**config.mk**
```make
export PLATFORM = sky130hd
export DESIGN_NAME = au4_ptr_interp
export DESIGN_NICKNAME = d
export VERILOG_FILES = /design/src/rtl/ptr_pkg.sv /design/src/rtl/ptr_classify.sv /design/src/rtl/ptr_fsm.sv /design/src/rtl/sat_counter.sv /design/src/rtl/au4_ptr_interp.sv
export SDC_FILE = /design/constraint.sdc
export NUM_CORES = 1
export LEC_CHECK = 0
export ABC_CLOCK_PERIOD_IN_PS = 9850
export BUFFER_PORTS_ARGS = -buffer_cell sky130_fd_sc_hd__buf_4
export CORE_UTILIZATION = 55
export CTS_CLUSTER_DIAMETER = 100
export DETAILED_ROUTE_END_ITERATION = 10
export MAX_ROUTING_LAYER = met4
export PLACE_DENSITY_LB_ADDON = 0.12
export REMOVE_ABC_BUFFERS = 1
export SLEW_MARGIN = 20
export SYNTH_ARGS = -nofsm -noshare
export SYNTH_HDL_FRONTEND = slang
export SYNTH_SLANG_ARGS = --single-unit
```
**constraint.sdc**
```tcl
create_clock -name clk -period 9.85 [get_ports clk]
set_input_delay 2.955 -clock clk [delete_from_list [all_inputs] [get_ports clk]]
set_output_delay 2.955 -clock clk [all_outputs]
set_load 0.05 [all_outputs]
```
**src/rtl/ptr_pkg.sv**
```systemverilog
package ptr_pkg;
  localparam int PTR_W = 10;
  localparam logic [3:0] NDF_ON_PAT  = 4'b1001;
  localparam logic [3:0] NDF_OFF_PAT = 4'b0110;
  localparam logic [1:0] SS_FIXED    = 2'b10;

  typedef enum logic [1:0] {ST_NORM = 2'd0, ST_AIS = 2'd1, ST_LOP = 2'd2} ptr_state_t;

  typedef struct packed {
    logic             ais_pat;   // word is all ones
    logic             ndf_seen;  // NDF nibble near 1001
    logic             ndf_ok;    // NDF with accepted SS and in-range value
    logic             val_ok;    // normal NDF, accepted SS, in range
    logic             inc;
    logic             dec;
    logic [PTR_W-1:0] val;
  } ptr_class_t;
endpackage

```
**src/rtl/ptr_classify.sv**
```systemverilog
module ptr_classify
  import ptr_pkg::*;
#(
  parameter int PTR_MAX = 782
) (
  input  logic [15:0]      word,
  input  logic [PTR_W-1:0] cur,
  input  logic             ss_chk_en,
  input  logic             ss_use_reg,
  input  logic [1:0]       ss_reg,
  output ptr_class_t       cls
);
  localparam logic [PTR_W-1:0] MAXV = PTR_W'(PTR_MAX);

  logic [3:0]       nf;
  logic [PTR_W-1:0] v, flip;
  logic [4:0]       iflip, dflip;
  logic             ss_ok, norm_n, ndf_n, in_rng, imaj, dmaj;

  always_comb begin
    nf     = word[15:12];
    v      = word[PTR_W-1:0];
    flip   = v ^ cur;
    for (int k = 0; k < 5; k++) begin
      iflip[k] = flip[2*k+1];
      dflip[k] = flip[2*k];
    end
    imaj   = $countones(iflip) >= 3;
    dmaj   = $countones(dflip) >= 3;
    ss_ok  = !ss_chk_en || (word[11:10] == (ss_use_reg ? ss_reg : SS_FIXED));
    norm_n = $countones(nf ^ NDF_OFF_PAT) <= 1;
    ndf_n  = $countones(nf ^ NDF_ON_PAT) <= 1;
    in_rng = v <= MAXV;
    cls.ais_pat  = &word;
    cls.ndf_seen = ndf_n;
    cls.ndf_ok   = ndf_n && ss_ok && in_rng;
    cls.val_ok   = norm_n && ss_ok && in_rng;
    cls.inc      = norm_n && ss_ok && imaj && !dmaj;
    cls.dec      = norm_n && ss_ok && dmaj && !imaj;
    cls.val      = v;
  end
endmodule

```
**src/rtl/ptr_fsm.sv**
```systemverilog
module ptr_fsm
  import ptr_pkg::*;
#(
  parameter int PTR_MAX = 782,
  parameter int STEP    = 3,
  parameter int OFF_W   = 12,
  parameter int SAME_N  = 3,
  parameter int AIS_N   = 3,
  parameter int LOP_N   = 8,
  parameter int NDF_N   = 8,
  parameter int HOLD_N  = 3
) (
  input  logic             clk,
  input  logic             rst,
  input  logic             ev,
  input  ptr_class_t       cls,
  input  logic             ais_lop_dis,
  output ptr_state_t       st,
  output logic [PTR_W-1:0] cur,
  output logic [OFF_W-1:0] off,
  output logic             pj_ev,
  output logic             nj_ev,
  output logic             nd_ev
);
  localparam int RUN_W  = $clog2((LOP_N > NDF_N ? LOP_N : NDF_N) + 1);
  localparam int HOLD_W = $clog2(HOLD_N + 1);
  localparam logic [PTR_W-1:0] MAXV = PTR_W'(PTR_MAX);

  ptr_state_t       st_n;
  logic [PTR_W-1:0] cur_n, cand, cand_n;
  logic [RUN_W-1:0] same_r, ais_r, inv_r, ndf_r, same_n, ais_n, inv_n, ndf_n;
  logic [HOLD_W-1:0] hold, hold_n;
  logic             adj, inv_frame;

  function automatic logic [RUN_W-1:0] bump(input logic [RUN_W-1:0] r);
    return (r == '1) ? r : r + 1'b1;
  endfunction

  always_comb begin
    st_n = st; cur_n = cur; cand_n = cand; hold_n = hold;
    same_n = same_r; ais_n = ais_r; inv_n = inv_r; ndf_n = ndf_r;
    pj_ev = 1'b0; nj_ev = 1'b0; nd_ev = 1'b0;
    adj = (st == ST_NORM) && (cls.inc || cls.dec);
    inv_frame = !cls.ais_pat && !cls.ndf_ok && !adj && !cls.val_ok;
    if (ev) begin
      hold_n = (hold < HOLD_W'(HOLD_N)) ? hold + 1'b1 : hold;
      ais_n  = cls.ais_pat  ? bump(ais_r) : '0;
      ndf_n  = cls.ndf_seen ? bump(ndf_r) : '0;
      inv_n  = inv_frame    ? bump(inv_r) : '0;
      if (!adj && cls.val_ok) begin
        same_n = (cls.val == cand && same_r != '0) ? bump(same_r) : RUN_W'(1);
        cand_n = cls.val;
      end else begin
        same_n = '0;
      end
      unique case (st)
        ST_NORM: begin
          if (ais_n == RUN_W'(AIS_N)) st_n = ST_AIS;
          else if (inv_n == RUN_W'(LOP_N) || ndf_n == RUN_W'(NDF_N)) st_n = ST_LOP;
          else if (cls.ndf_ok) begin
            cur_n = cls.val; nd_ev = 1'b1; hold_n = '0;
          end else if (adj && hold == HOLD_W'(HOLD_N)) begin
            hold_n = '0;
            if (cls.inc) begin
              cur_n = (cur == MAXV) ? '0 : cur + 1'b1; pj_ev = 1'b1;
            end else begin
              cur_n = (cur == '0) ? MAXV : cur - 1'b1; nj_ev = 1'b1;
            end
          end else if (same_n == RUN_W'(SAME_N)) cur_n = cls.val;
        end
        ST_AIS: begin
          if (cls.ndf_ok) begin
            st_n = ST_NORM; cur_n = cls.val; nd_ev = 1'b1; hold_n = '0;
          end else if (same_n == RUN_W'(SAME_N)) begin
            st_n = ST_NORM; cur_n = cls.val;
          end else if (inv_n == RUN_W'(LOP_N) && !ais_lop_dis) st_n = ST_LOP;
        end
        default: begin
          if (ais_n == RUN_W'(AIS_N)) st_n = ST_AIS;
          else if (same_n == RUN_W'(SAME_N)) begin
            st_n = ST_NORM; cur_n = cls.val;
          end
        end
      endcase
    end
  end

  always_ff @(posedge clk) begin
    if (rst) begin
      st <= ST_LOP; cur <= '0; cand <= '0; off <= '0; hold <= HOLD_W'(HOLD_N);
      same_r <= '0; ais_r <= '0; inv_r <= '0; ndf_r <= '0;
    end else begin
      st <= st_n; cur <= cur_n; cand <= cand_n; hold <= hold_n;
      same_r <= same_n; ais_r <= ais_n; inv_r <= inv_n; ndf_r <= ndf_n;
      off <= OFF_W'(cur_n) * OFF_W'(STEP);
    end
  end
endmodule

```
**src/rtl/sat_counter.sv**
```systemverilog
module sat_counter #(
  parameter int W = 8
) (
  input  logic         clk,
  input  logic         rst,
  input  logic         clr,
  input  logic         inc,
  output logic [W-1:0] q
);
  always_ff @(posedge clk) begin
    if (rst)                 q <= '0;
    else if (clr)            q <= inc ? W'(1) : '0;
    else if (inc && q != '1) q <= q + 1'b1;
  end
endmodule

```
**src/rtl/au4_ptr_interp.sv**
```systemverilog
module au4_ptr_interp
  import ptr_pkg::*;
#(
  parameter int PTR_MAX = 782,
  parameter int STEP    = 3,
  parameter int SAME_N  = 3,
  parameter int AIS_N   = 3,
  parameter int LOP_N   = 8,
  parameter int NDF_N   = 8,
  parameter int HOLD_N  = 3,
  parameter int CNT_W   = 8,
  parameter int OFF_W   = $clog2((PTR_MAX + 1) * STEP)
) (
  input  logic             clk,
  input  logic             rst,
  input  logic             track_en,
  input  logic [7:0]       din,
  input  logic             h1_strb,
  input  logic             h2_strb,
  input  logic             pay_strb,
  input  logic             pay_sof,
  input  logic             ext_j1,
  input  logic             ss_chk_en,
  input  logic             ss_use_reg,
  input  logic [1:0]       ss_reg,
  input  logic             ais_lop_dis,
  input  logic             cnt_clr,
  output logic [OFF_W-1:0] offset,
  output logic             j1_mark,
  output logic             ais_alm,
  output logic             lop_alm,
  output logic [CNT_W-1:0] pj_cnt,
  output logic [CNT_W-1:0] nj_cnt,
  output logic [CNT_W-1:0] ndf_cnt
);
  localparam int N_CNT = 3;

  logic [7:0]       h1_q;
  ptr_class_t       cls;
  ptr_state_t       st;
  logic [PTR_W-1:0] cur;
  logic             pj_ev, nj_ev, nd_ev;
  logic [N_CNT-1:0] evs;
  logic [CNT_W-1:0] cnt_arr [N_CNT];
  logic [OFF_W-1:0] pos_q, pos_now;

  always_ff @(posedge clk) begin
    if (rst)          h1_q <= '0;
    else if (h1_strb) h1_q <= din;
  end

  ptr_classify #(.PTR_MAX(PTR_MAX)) u_cls (
    .word({h1_q, din}), .cur(cur), .ss_chk_en(ss_chk_en),
    .ss_use_reg(ss_use_reg), .ss_reg(ss_reg), .cls(cls)
  );

  ptr_fsm #(
    .PTR_MAX(PTR_MAX), .STEP(STEP), .OFF_W(OFF_W), .SAME_N(SAME_N),
    .AIS_N(AIS_N), .LOP_N(LOP_N), .NDF_N(NDF_N), .HOLD_N(HOLD_N)
  ) u_fsm (
    .clk(clk), .rst(rst), .ev(h2_strb && track_en), .cls(cls),
    .ais_lop_dis(ais_lop_dis), .st(st), .cur(cur), .off(offset),
    .pj_ev(pj_ev), .nj_ev(nj_ev), .nd_ev(nd_ev)
  );

  assign evs = {nd_ev, nj_ev, pj_ev};
  for (genvar gi = 0; gi < N_CNT; gi++) begin : g_cnt
    sat_counter #(.W(CNT_W)) u_cnt (
      .clk(clk), .rst(rst), .clr(cnt_clr), .inc(evs[gi]), .q(cnt_arr[gi])
    );
  end
  assign pj_cnt  = cnt_arr[0];
  assign nj_cnt  = cnt_arr[1];
  assign ndf_cnt = cnt_arr[2];

  assign ais_alm = (st == ST_AIS);
  assign lop_alm = (st == ST_LOP);
  assign pos_now = pay_sof ? '0 : pos_q + 1'b1;

  always_ff @(posedge clk) begin
    if (rst) begin
      pos_q   <= '0;
      j1_mark <= 1'b0;
    end else begin
      if (pay_strb) pos_q <= pos_now;
      j1_mark <= track_en ? (pay_strb && st == ST_NORM && pos_now == offset) : ext_j1;
    end
  end
endmodule

```
; ---- Yosys cells after proc, flatten, opt, wreduce, memory -nomap -nowiden
; Cells that the tools add are included.
[totals]
regBits = 97
input_bits = 22
output_inout_bits = 39
wordCells = 181
[op_classes]
addsub = 25
n_mul = 1
order_cmp = 6
eq_ne = 20
muxes = 68
bitwise = 3
n_reduce_logical = 43
[ops]
columns = op, n
row1 = $add A32 B32 Y32, 4
row2 = $mux W10, 11
row3 = $add A32 B1 Y32, 2
row4 = $ge A32 B3 Y1 const B, 2
row5 = $le A32 B2 Y1 const B, 2
row6 = $mux W8, 6
row7 = $mux W4, 10
row8 = $mux W2, 14
row9 = $add A8 B1 Y8 const B, 3
row10 = $eq A4 B4 Y1 const B, 6
row11 = $ne A8 B8 Y1 const B, 3
row12 = $logic_and A1 B1 Y1, 22
row13 = $mux W1, 22
row14 = $pmux W10 S2, 1
row15 = $add A1 B1 Y2, 8
row16 = $add A4 B1 Y4 const B, 4
row17 = $reduce_and A16 Y1, 1
row18 = $add A12 B1 Y12 const B, 1
row19 = $eq A12 B12 Y1, 1
row20 = $mul A10 B2 Y12 const B, 1
row21 = $mux W12, 1
row22 = $add A10 B1 Y10 const B, 1
row23 = $eq A10 B10 Y1, 1
row24 = $eq A10 B10 Y1 const B, 1
row25 = 22 further kinds, 38

; ---- Depth between registers and ports, before layout
; Gate-level depths: netlist (run 1).
[logic_depth]
ltp_word = 22
depth_mapped = 28
depth_no_buf = 26

; ---- Modules after synthesis
; From an unflattened synthesis (run 1), not the netlist that was laid out.
[unflattened]
cells_unflattened = 938
hier_area_um2 = 7443.4
[modules_own_cells]
columns = mod, instances, cells_per_inst, area_each_um2
row1 = ptr_fsm, 1, 520, 4022.6
row2 = au4_ptr_interp, 1, 189, 1495.2
row3 = sat_counter, 3, 53, 444.2
row4 = ptr_classify, 1, 70, 593.1

; ---- Worst setup path before layout (run 1)
; No wires, ideal clock.
[synth_path]
path_type = input to register
startpoint = input port din[7]
endpoint = register u_fsm.off[10]
setup_ps = 73
arrival_ps = 8449
t_required_ps = 9777
slack_ps = 1328
path_stages = 22
n_path_buf = 2
path_cell_list = clkbuf_1 -> xor2_1 -> ha_1 -> inv_1 -> fa_1 -> fa_1 -> o21ai_0 -> and3_1 -> clkbuf_1 -> o311ai_2 -> o311ai_0 -> o211ai_1 -> a311oi_1 -> nor4_1 -> nor3_1 -> ha_1 -> nor2b_1 -> o31a_1 -> o41a_1 -> a31oi_1 -> or4b_1 -> o211ai_2
[synth_between]
elab_chain_len = 22
word_cells_on_any_way = 46
[synth_rtl]
columns = element, line_no
row1 = "start, declared", au4_ptr_interp.sv:17  ; input logic [7:0] din,
row2 = $xor A10 B10 Y10, ptr_classify.sv:23  ; flip = v ^ cur;
row3 = $add A1 B1 Y2 (not written as such), ptr_classify.sv:28  ; imaj = $countones(iflip) >= 3;
row4 = $add A32 B32 Y32 (not written as such), ptr_classify.sv:28
row5 = $add A32 B1 Y32 (not written as such), ptr_classify.sv:28
row6 = $ge A32 B3 Y1, ptr_classify.sv:28
row7 = $logic_and A1 B1 Y1 / $logic_not A1 Y1 (equally long branches), "ptr_classify.sv:38, ptr_classify.sv:39"
row8 = "$logic_and A1 B1 Y1, on equally long branches", "ptr_classify.sv:38, ptr_classify.sv:39"
row9 = $logic_or A1 B1 Y1, ptr_fsm.sv:43  ; adj = (st == ST_NORM) && (cls.inc || cls.dec);
row10 = [... 7 more ...], n/a
row11 = $mux W10, ptr_fsm.sv:62  ; end else if (adj && hold == HOLD_W'(HOLD_N)) begin
row12 = $mux W10, ptr_fsm.sv:60  ; else if (cls.ndf_ok) begin
row13 = $mux W10, ptr_fsm.sv:59  ; else if (inv_n == RUN_W'(LOP_N) || ndf_n == RUN_W'(NDF_N)) st_n = ST_LOP;
row14 = $mux W10, ptr_fsm.sv:58  ; if (ais_n == RUN_W'(AIS_N)) st_n = ST_AIS;
row15 = $pmux W10 S2 (*), ptr_fsm.sv:56  ; unique case (st)
row16 = $mux W10 (*), ptr_fsm.sv:45  ; if (ev) begin
row17 = via u_fsm.cur_n[2], ptr_fsm.sv:30  ; logic [PTR_W-1:0] cur_n, cand, cand_n;
row18 = $mul A10 B2 Y12 (*), ptr_fsm.sv:95  ; off <= OFF_W'(cur_n) * OFF_W'(STEP);
row19 = "end signal, assigned", ptr_fsm.sv:95
row20 = "end, declared", ptr_fsm.sv:20  ; output logic [OFF_W-1:0] off,
; The timed path passes the listed nets; every way through them passes the cells marked *. The select of a mux whose other input is x is not followed.
; A chain may end at the register's enable or synchronous reset.

; ---- Worst setup path in the final report (run 1)
[layout_path]
startpoint = input port din[5]
endpoint = register u_fsm.off[10]
; The elaborated chain is that of the path after synthesis.

==> results.cfg, run 1 <==
[status]
outcome = finished clean

[clock_tree]
holdBufCountCts = 0
cts_sinks = 96
root_buffer = clkbuf_16
cts_tree = done
cts_setup_buffers = 0
cts_buffers = 9
ctsResizeCount = 0
clkTransAtPathRegs_ns = 0.07
cts.htree.levels = 3
cts_buffer_depth = 2
clk_latency_ns = 0.36

[worst_setup_path]
start_kind = input port
cpMaxStageDelayCell = or4b_1
slowest_delay_ns = 0.49
path_buf_inv = 2
required_ns = 10.14
critPathMaxFanout = 10
reg2regPathDepth = 20
worstPathArrival_ns = 8.90
crit_family = compound AO/OA/AOI/OAI gates
path_cells = buf_4 -> xor2_1 -> ha_1 -> inv_1 -> fa_1 -> fa_1 -> o21ai_0 -> and3_1 -> o311ai_2 -> o311ai_0 -> o211ai_1 -> a311oi_1 -> nor4_1 -> nor3_1 -> ha_1 -> nor2b_1 -> o31a_1 -> o41a_1 -> a31oi_1 -> or4b_1 -> o211ai_2
cp.depth = 21
cp-end-kind = flip-flop
critical_path_class = input port to flip-flop

[timing]
finalHoldViolations = 0
slew_violations = 0
worstMarginPinSlew_ns = 0.8496
slew_headroom_pct = 43.36
rsz0062_at_grt = false
skew_ns = 0.008540
max_freq_mhz = 116.1
min_period_ns = 8.610
post-route-period-util_pct = 87.41
fin_setup_tns_ns = 0
finalSetupViolations = 0

[global_route]
grt.overflow.total = 0
globalRouteTotalUtil_pct = 31.20
grt_pass1_wl_mm = 30.95
grt_pass1_vias = 6133
grt_max_degree = 81
antenna_found_initial = 0

[synthesis]
synthXorXnorAreaFrac_pct = 8.758
synth-seq-cells = 96
synth_compound_area_share_pct = 18.71
synth_top_family_by_area = simple AND/OR/NAND/NOR gates
yosysUniqueCellTypes = 83
syn_area_um2 = 6900
ys_warn_count = 0
synthArstFlopShare_pct = 0
synth_adder_area_share_pct = 8.160
muxShareOfSynthArea_pct = 4.660
ys_seq_area_share_pct = 27.85
synth_area_per_cell_um2 = 8.080
synthSimpleGateAreaFrac_pct = 26.76
synth_ff_type = dfxtp_1
syn_inst = 854
synth-edff-count = 0

[power]
p_leak_nw = 3.156
powerDensity_nw_per_um2 = 127.3
vdd_drop_max_mv = 0.1084
finalPower_mw = 0.9794

[drt]
first_pass_iters = 6
viasPerCell = 6.194
wire_per_inst_um = 18.02
drcViolationCount = 0
vias = 6535
drtIter0Drc = 527
wl_mm = 19.01
ant_nets = 0

[layout]
drive_gt1_share_pct = 13.53
layout_common_cells = 123 x nor2_1, 96 x dfxtp_1, 69 x buf_4
final_common_cell = nor2_1
nets = 946
n_fill_cell = 1058
stdcell_count = 1055
antennaDiodeCount = 0
syn_to_final_growth_pct = 11.53
stdcell_area_um2 = 7696

[placement]
port_buffers = 60
place_congestion = 1.031
dp_hpwl_mm = 13.84
dp.cells = 1039
dpl_cell_area_um2 = 7400

[flow_run]
cap_violations = 0

[floorplan]
rows = 40
initial_core_util_pct = 56.97
die_x_um = 114.0
die_h_um = 114.0
core_area_um2 = 12110
ios = 61
die-area_um2 = 13000

[hold_path]
min_path_type = flip-flop to flip-flop
min_delay_path_depth = 2
-- where the power goes --
part / total (mW) / leakage (nW) / internal, mW / switching [mW]
logic: 0.208 / 2.23 / 0.0751 / 0.132
registers: 0.410 / 0.778 / 0.396 / 0.0132
clock network: 0.362 / 0.145 / 0.199 / 0.163
-- final cells by class --
type	instances	area, um2	share of cell area (%)
Clock buffer	10	229.0	2.975
Clock inverter	6	67.56	0.8779
Inverter	31	116.4	1.512
Multi-Input combinational cell	675	4633	60.20
Sequential cell	96	1922	24.97
Tap cell	168	210.2	2.731
Timing Repair Buffer	69	518.0	6.731
-- state kept, by name (all words and copies together) (netlist names) --
name           count
u_fsm.same_r       4
h1_q               8
g_cnt.u_cnt.q     24
u_fsm.off         12
u_fsm.ais_r        4
pos_q             12
u_fsm.cand        10
u_fsm.ndf_r        4
u_fsm.hold         2
u_fsm.cur          9
u_fsm.st           2
u_fsm.inv_r        4
j1_mark            1
-- worst reg2reg max path, cell delays in order (launching register included) --
cell,delay (ns)
dfxtp_1,0.67
xor2_1,0.15
ha_1,0.31
inv_1,0.05
fa_1,0.46
fa_1,0.44
o21ai_0,0.27
and3_1,0.25
o311ai_2,0.28
o311ai_0,0.43
o211ai_1,0.16
a311oi_1,0.31
nor4_1,0.10
nor3_1,0.47
ha_1,0.36
nor2b_1,0.16
o31a_1,0.25
o41a_1,0.35
a31oi_1,0.32
or4b_1,0.49
o211ai_2,0.15
-- stage by stage --
stage	utilization [%]	setup WS [ns]	hold slack [ns]
after global routing	63.54	0.8609	0.5032
final	63.54	1.240	0.4816
after floorplan	-	1.345	0.4383
after detailed placement	61.10	0.9697	0.4755
after CTS	63.54	1.312	0.4842
after global placement	61.10	1.126	0.4614
-- cell usage after synthesis (all sizes together) (22+ instances only) --
library cell | number | area (um2)
nor3 | 22 | 126.4
nor2 | 123 | 461.7
clkbuf | 36 | 135.1
nand4 | 24 | 156.4
xor2 | 51 | 446.7
ha | 37 | 462.9
inv | 31 | 116.4
and3 | 27 | 173.9
dfxtp | 96 | 1922
mux2i | 31 | 310.3
nand3 | 26 | 130.1
o21ai | 40 | 200.2
a21oi | 58 | 301.5
nand2 | 39 | 146.4
-- per-layer routing --
layer	global-route usage (%)	wire length [um]	up-vias
met3	6.801	1195	53
met2	48.85	8918	219
met4	12.99	571	0
li1	-	-	3127
met1	38.91	8328	3136
met5	-	0	-
-- logic make-up after synthesis --
kind of cell,count (synthesis)
compound gates,185
buf+inv,83
flops,96
fa+ha+maj,42
mux,32
simple gates,347
xor+xnor,69
-- worst paths after layout --
check / start / endpoint / slack [ns]
min: u_fsm.ais_r[1] / u_fsm.ais_r[1] / 0.48
max reg2reg: u_fsm.cur[5] / u_fsm.off[10] / 3.34
max: din[5] / u_fsm.off[10] / 1.24
min reg2reg: u_fsm.ais_r[1] / u_fsm.ais_r[1] / 0.48
Power figures use the tool's default switching activity.
==> run 2, diff against run 1 <==
- CTS_CLUSTER_DIAMETER: 100 -> 50
- RECOVER_POWER: unset -> 50
==> run 2 against run 1 <==
Net effect:
- the run now ends with capacitance limit, slew limit left
- utilization down 1.2 points
- power down 0.26%
- fmax up 0.45%
- die area unchanged
- sequential share of layout area up 0.50 points
- register-to-register slack better by 0.06 ns
- critical endpoint unchanged
==> results.cfg, run 2 (same netlist as run 1, synthesis figures left out) <==
[status]
outcome = finished, violations left
violations = capacitance limit, slew limit

[floorplan]
die-area_um2 = 13000
die_h_um = 114.0
initial_core_util_pct = 56.97
rows = 40
die_x_um = 114.0
core_area_um2 = 12110
ios = 61

[flow_run]
cap_violations = 1

[worst_setup_path]
start_kind = input port
cp-end-kind = flip-flop
critPathMaxFanout = 10
worstPathArrival_ns = 8.86
critical_path_class = input port to flip-flop
required_ns = 10.14

[layout]
stdcell_count = 1055
syn_to_final_growth_pct = 9.356
nets = 946
layout_common_cells = 123 x nor2_1, 96 x dfxtp_1, 55 x a21oi_1
antennaDiodeCount = 0
top_register = g_cnt.u_cnt.q
final_common_cell = nor2_1
largest_register_ffs = 24
n_fill_cell = 1093
stdcell_area_um2 = 7546
drive_gt1_share_pct = 9.019
top_regs = g_cnt.u_cnt.q: 24 flops, pos_q: 12 flops, u_fsm.off: 12 flops

[hold_path]
min_path_type = flip-flop to flip-flop

[placement]
port_buffers = 60
place_congestion = 1.031
dpl_cell_area_um2 = 7400
dp.cells = 1039
dp_hpwl_mm = 13.84

[timing]
max_freq_mhz = 116.7
slew_violations = 81
slew_headroom_pct = -136.2
skew_ns = 0.008745
worstMarginPinSlew_ns = 3.543
finalSetupViolations = 0
post-route-period-util_pct = 87.02
rsz0062_at_grt = false
finalHoldViolations = 0
min_period_ns = 8.571
fin_setup_tns_ns = 0

[power]
finalPower_mw = 0.9769
p_leak_nw = 2.989
vdd_drop_max_mv = 0.1084
powerDensity_nw_per_um2 = 129.5

[clock_tree]
cts_buffer_depth = 2
clk_latency_ns = 0.36
holdBufCountCts = 0
cts.htree.levels = 3
cts_tree = done
clkTransAtPathRegs_ns = 0.07
cts_setup_buffers = 0
ctsResizeCount = 0
root_buffer = clkbuf_16
cts_buffers = 9
cts_sinks = 96

[global_route]
grt.overflow.total = 0
globalRouteTotalUtil_pct = 31.20
grt_pass1_wl_mm = 30.95
antenna_found_initial = 0
grt_max_degree = 81
grt_pass1_vias = 6133

[drt]
wl_mm = 19.03
drcViolationCount = 0
vias = 6516
drtIter0Drc = 575
viasPerCell = 6.176
first_pass_iters = 6
wire_per_inst_um = 18.04
ant_nets = 0
[run 2: cell count changes in the layout (fill, tap and decap cells not counted)]
| cell | previous run | this run |
|---|---|---|
| buf_4 | 69 | 29 |
| clkbuf_1 | 1 | 41 |
[run 2: final timing paths]
path	to	cells past startpoint	slack, ns	start
setup / recovery	u_fsm.off[10]	21	1.28	din[5]
hold / removal	u_fsm.ais_r[1]	2	0.48	u_fsm.ais_r[1]
setup reg to reg	u_fsm.off[10]	20	3.40	u_fsm.cur[5]
hold reg to reg	u_fsm.ais_r[1]	2	0.48	u_fsm.ais_r[1]
[run 2: final cells by class]
type                            instances  area [um2]  share of cell area (%)
Multi-Input combinational cell        675        4633                   61.40
Sequential cell                        96        1922                   25.47
Timing Repair Buffer                   69       367.9                   4.875
Clock buffer                           10       229.0                   3.034
Tap cell                              168       210.2                   2.786
Inverter                               31       116.4                   1.542
Clock inverter                          6       67.56                  0.8954
[run 2: critical path, stage by stage]
cell      delay [ns]
buf_4           0.15
xor2_1          0.17
ha_1            0.31
inv_1           0.05
fa_1            0.46
fa_1            0.44
o21ai_0         0.27
and3_1          0.25
o311ai_2        0.27
o311ai_0        0.42
o211ai_1        0.16
a311oi_1        0.31
nor4_1          0.10
nor3_1          0.47
ha_1            0.36
nor2b_1         0.16
o31a_1          0.25
o41a_1          0.35
a31oi_1         0.31
or4b_1          0.49
o211ai_2        0.15
[run 2: power by group]
part	switching (mW)	internal (mW)
Combinational	0.132	0.0730
Sequential	0.0132	0.396
Clock	0.164	0.199
Total	0.309	0.668
[run 2: per-layer routing]
layer / wire length (um) / vias up / GRT usage, %
li1: - / 3128 / -
met1: 8426 / 3118 / 38.91
met2: 8889 / 216 / 48.85
met3: 1117 / 54 / 6.801
met4: 597 / 0 / 12.99
met5: 0 / - / -
[run 2: per-stage QoR]
stage          util (%)  hold WS [ns]  setup WS (ns)
6_report          62.30        0.4816          1.279
3_5_place_dp      61.10        0.4755         0.9697
4_1_cts           63.54        0.4842          1.312
2_1_floorplan         -        0.4383          1.345
5_1_grt           62.30        0.5032         0.8274
3_3_place_gp      61.10        0.4614          1.126
==> run 3, diff against run 2 <==
- PLACE_DENSITY: unset -> 0.75
- PLACE_DENSITY_LB_ADDON: 0.12 -> unset
==> run 3 against run 2 <==
Net effect:
- the flow still finishes with violations (capacitance limit, slew limit)
- final area is 0.20% higher
- sequential share of layout area decreased by 0.051 points
- non-clock buffer count stayed put
- first-iteration DRC count fell by 13%
- setup slack worse by 0.55 ns
- critical path type unchanged
- largest power group unchanged
==> results.cfg, run 3 (same netlist as run 1, synthesis figures left out) <==
[worst_setup_path]
reg2regPathDepth = 21
start_kind = input port
critPathMaxFanout = 15
required_ns = 10.14
critical_path_class = input port to flip-flop
worstPathArrival_ns = 9.41
slowest_delay_ns = 0.63
cpMaxStageDelayCell = and3_1
path_cells = buf_4 -> xor2_1 -> ha_1 -> inv_1 -> fa_1 -> fa_1 -> o21ai_0 -> and3_1 -> o311ai_2 -> o311ai_0 -> o211ai_1 -> a311oi_1 -> nor4_1 -> nor3_1 -> ha_1 -> a21oi_1 -> nor2b_1 -> o31a_1 -> o41a_1 -> a31oi_1 -> or4b_1 -> o211ai_2
cp-end-kind = flip-flop

[drt]
ant_nets = 0
wl_mm = 19.26
drtIter0Drc = 498
vias = 6519
first_pass_iters = 5
wire_per_inst_um = 18.26
viasPerCell = 6.179
drcViolationCount = 0

[layout]
n_fill_cell = 1113
drive_gt1_share_pct = 9.132
top_regs = g_cnt.u_cnt.q: 24 flops, pos_q: 12 flops, u_fsm.off: 12 flops
top_register = g_cnt.u_cnt.q
largest_register_ffs = 24
syn_to_final_growth_pct = 9.574
final_common_cell = nor2_1
layout_common_cells = 123 x nor2_1, 96 x dfxtp_1, 55 x a21oi_1
antennaDiodeCount = 0
nets = 946

[floorplan]
die_h_um = 114.0
die-area_um2 = 13000
ios = 61
rows = 40
core_area_um2 = 12110
initial_core_util_pct = 56.97
die_x_um = 114.0

[timing]
post-route-period-util_pct = 92.63
skew_ns = 0.009924
finalHoldViolations = 0
slew_violations = 81
setup_slack_ns = 0.7259
min_period_ns = 9.124
finalSetupViolations = 0
worstMarginPinSlew_ns = 3.492
max_freq_mhz = 109.6
slew_headroom_pct = -132.8
rsz0062_at_grt = false
fin_setup_tns_ns = 0
whs_ns = 0.4789

[clock_tree]
cts_buffers = 9
cts_tree = done
ctsResizeCount = 0
holdBufCountCts = 0
clk_latency_ns = 0.36
cts.htree.levels = 3
cts_sinks = 96
root_buffer = clkbuf_16
clkTransAtPathRegs_ns = 0.07
cts_buffer_depth = 2
cts_setup_buffers = 0

[power]
comb_power_share_pct = 20.4
finalPower_mw = 0.9751
power_switching_mw = 0.3013
pwr-share-seq_pct = 42.0
p_clk_share_pct = 37.6
p_int_mw = 0.6738
powerDensity_nw_per_um2 = 129.0
p_leak_nw = 2.994
vdd_drop_max_mv = 0.09300
switching_share_pct = 30.90

[hold_path]
min_path_type = flip-flop to flip-flop
min_delay_path_depth = 2

[status]
outcome = finished, violations left
violations = capacitance limit, slew limit

[placement]
dp_hpwl_mm = 14.12
dp_worst_setup_slack_ns = 0.4177
port_buffers = 60
place_congestion = 0.9993

[global_route]
globalRouteTotalUtil_pct = 31.75
grt_max_degree = 81
antenna_found_initial = 0
grt_pass1_vias = 6410
grt.overflow.total = 0
grt_pass1_wl_mm = 31.72

[flow_run]
cap_violations = 1
==> run 3: changes by cell type in the layout (fill, tap and decap cells not counted), sizes merged <==
| cell | change |
|---|---|
| clkinv | -1 |
| inv | +1 |
==> run 3: cell type report <==
cell class,count,area [um2],area share [%]
Tap cell,168,210.2,2.780
Sequential cell,96,1922,25.42
Clock inverter,6,72.57,0.9598
Multi-Input combinational cell,675,4633,61.28
Inverter,31,116.4,1.539
Timing Repair Buffer,69,367.9,4.865
Clock buffer,10,239.0,3.161
==> run 3: worst max-delay path: cells and delay by family <==
family / cells / cell delay, ns
compound gates: 10 / 2.80
xor+xnor: 1 / 0.17
fa+ha+maj: 4 / 1.51
buf+inv: 2 / 0.20
simple gates: 5 / 1.81
==> run 3: power groups by stage <==
stage / Combinational (mW) / Sequential (mW) / Clock [mW]
after floorplan: 0.122 / 0.422 / 0
after global placement: 0.190 / 0.417 / 0
after detailed placement: 0.196 / 0.418 / 0
after CTS: 0.197 / 0.409 / 0.372
after global routing: 0.218 / 0.410 / 0.388
final: 0.199 / 0.410 / 0.367
==> run 3: final timing paths <==
check / start / endpoint / slack (ns)
setup / recovery: din[5] / u_fsm.off[10] / 0.73
setup reg to reg: u_fsm.cur[5] / u_fsm.off[10] / 2.84
hold reg to reg: u_fsm.ais_r[1] / u_fsm.ais_r[1] / 0.48
hold / removal: u_fsm.ais_r[1] / u_fsm.ais_r[1] / 0.48
==> run 3: stage by stage <==
stage               cell area (um2)  util, %  std cells
floorplan                      6665        -        802
global placement               7400    61.10       1039
detailed placement             7400    61.10       1039
CTS                            7711    63.67       1055
global route                   7561    62.43       1055
finish                         7561    62.43       1055
==> run 3: metal layers <==
layer | global-route usage [%] | share of wire, % | vias to the layer above | wire, um
li1 | - | - | 3121 | -
met1 | 37.17 | 43 | 3116 | 8226
met2 | 53.82 | 49 | 227 | 9511
met3 | 5.101 | 4.9 | 55 | 949
met4 | 13.68 | 3.0 | 0 | 576
met5 | - | 0 | - | 0
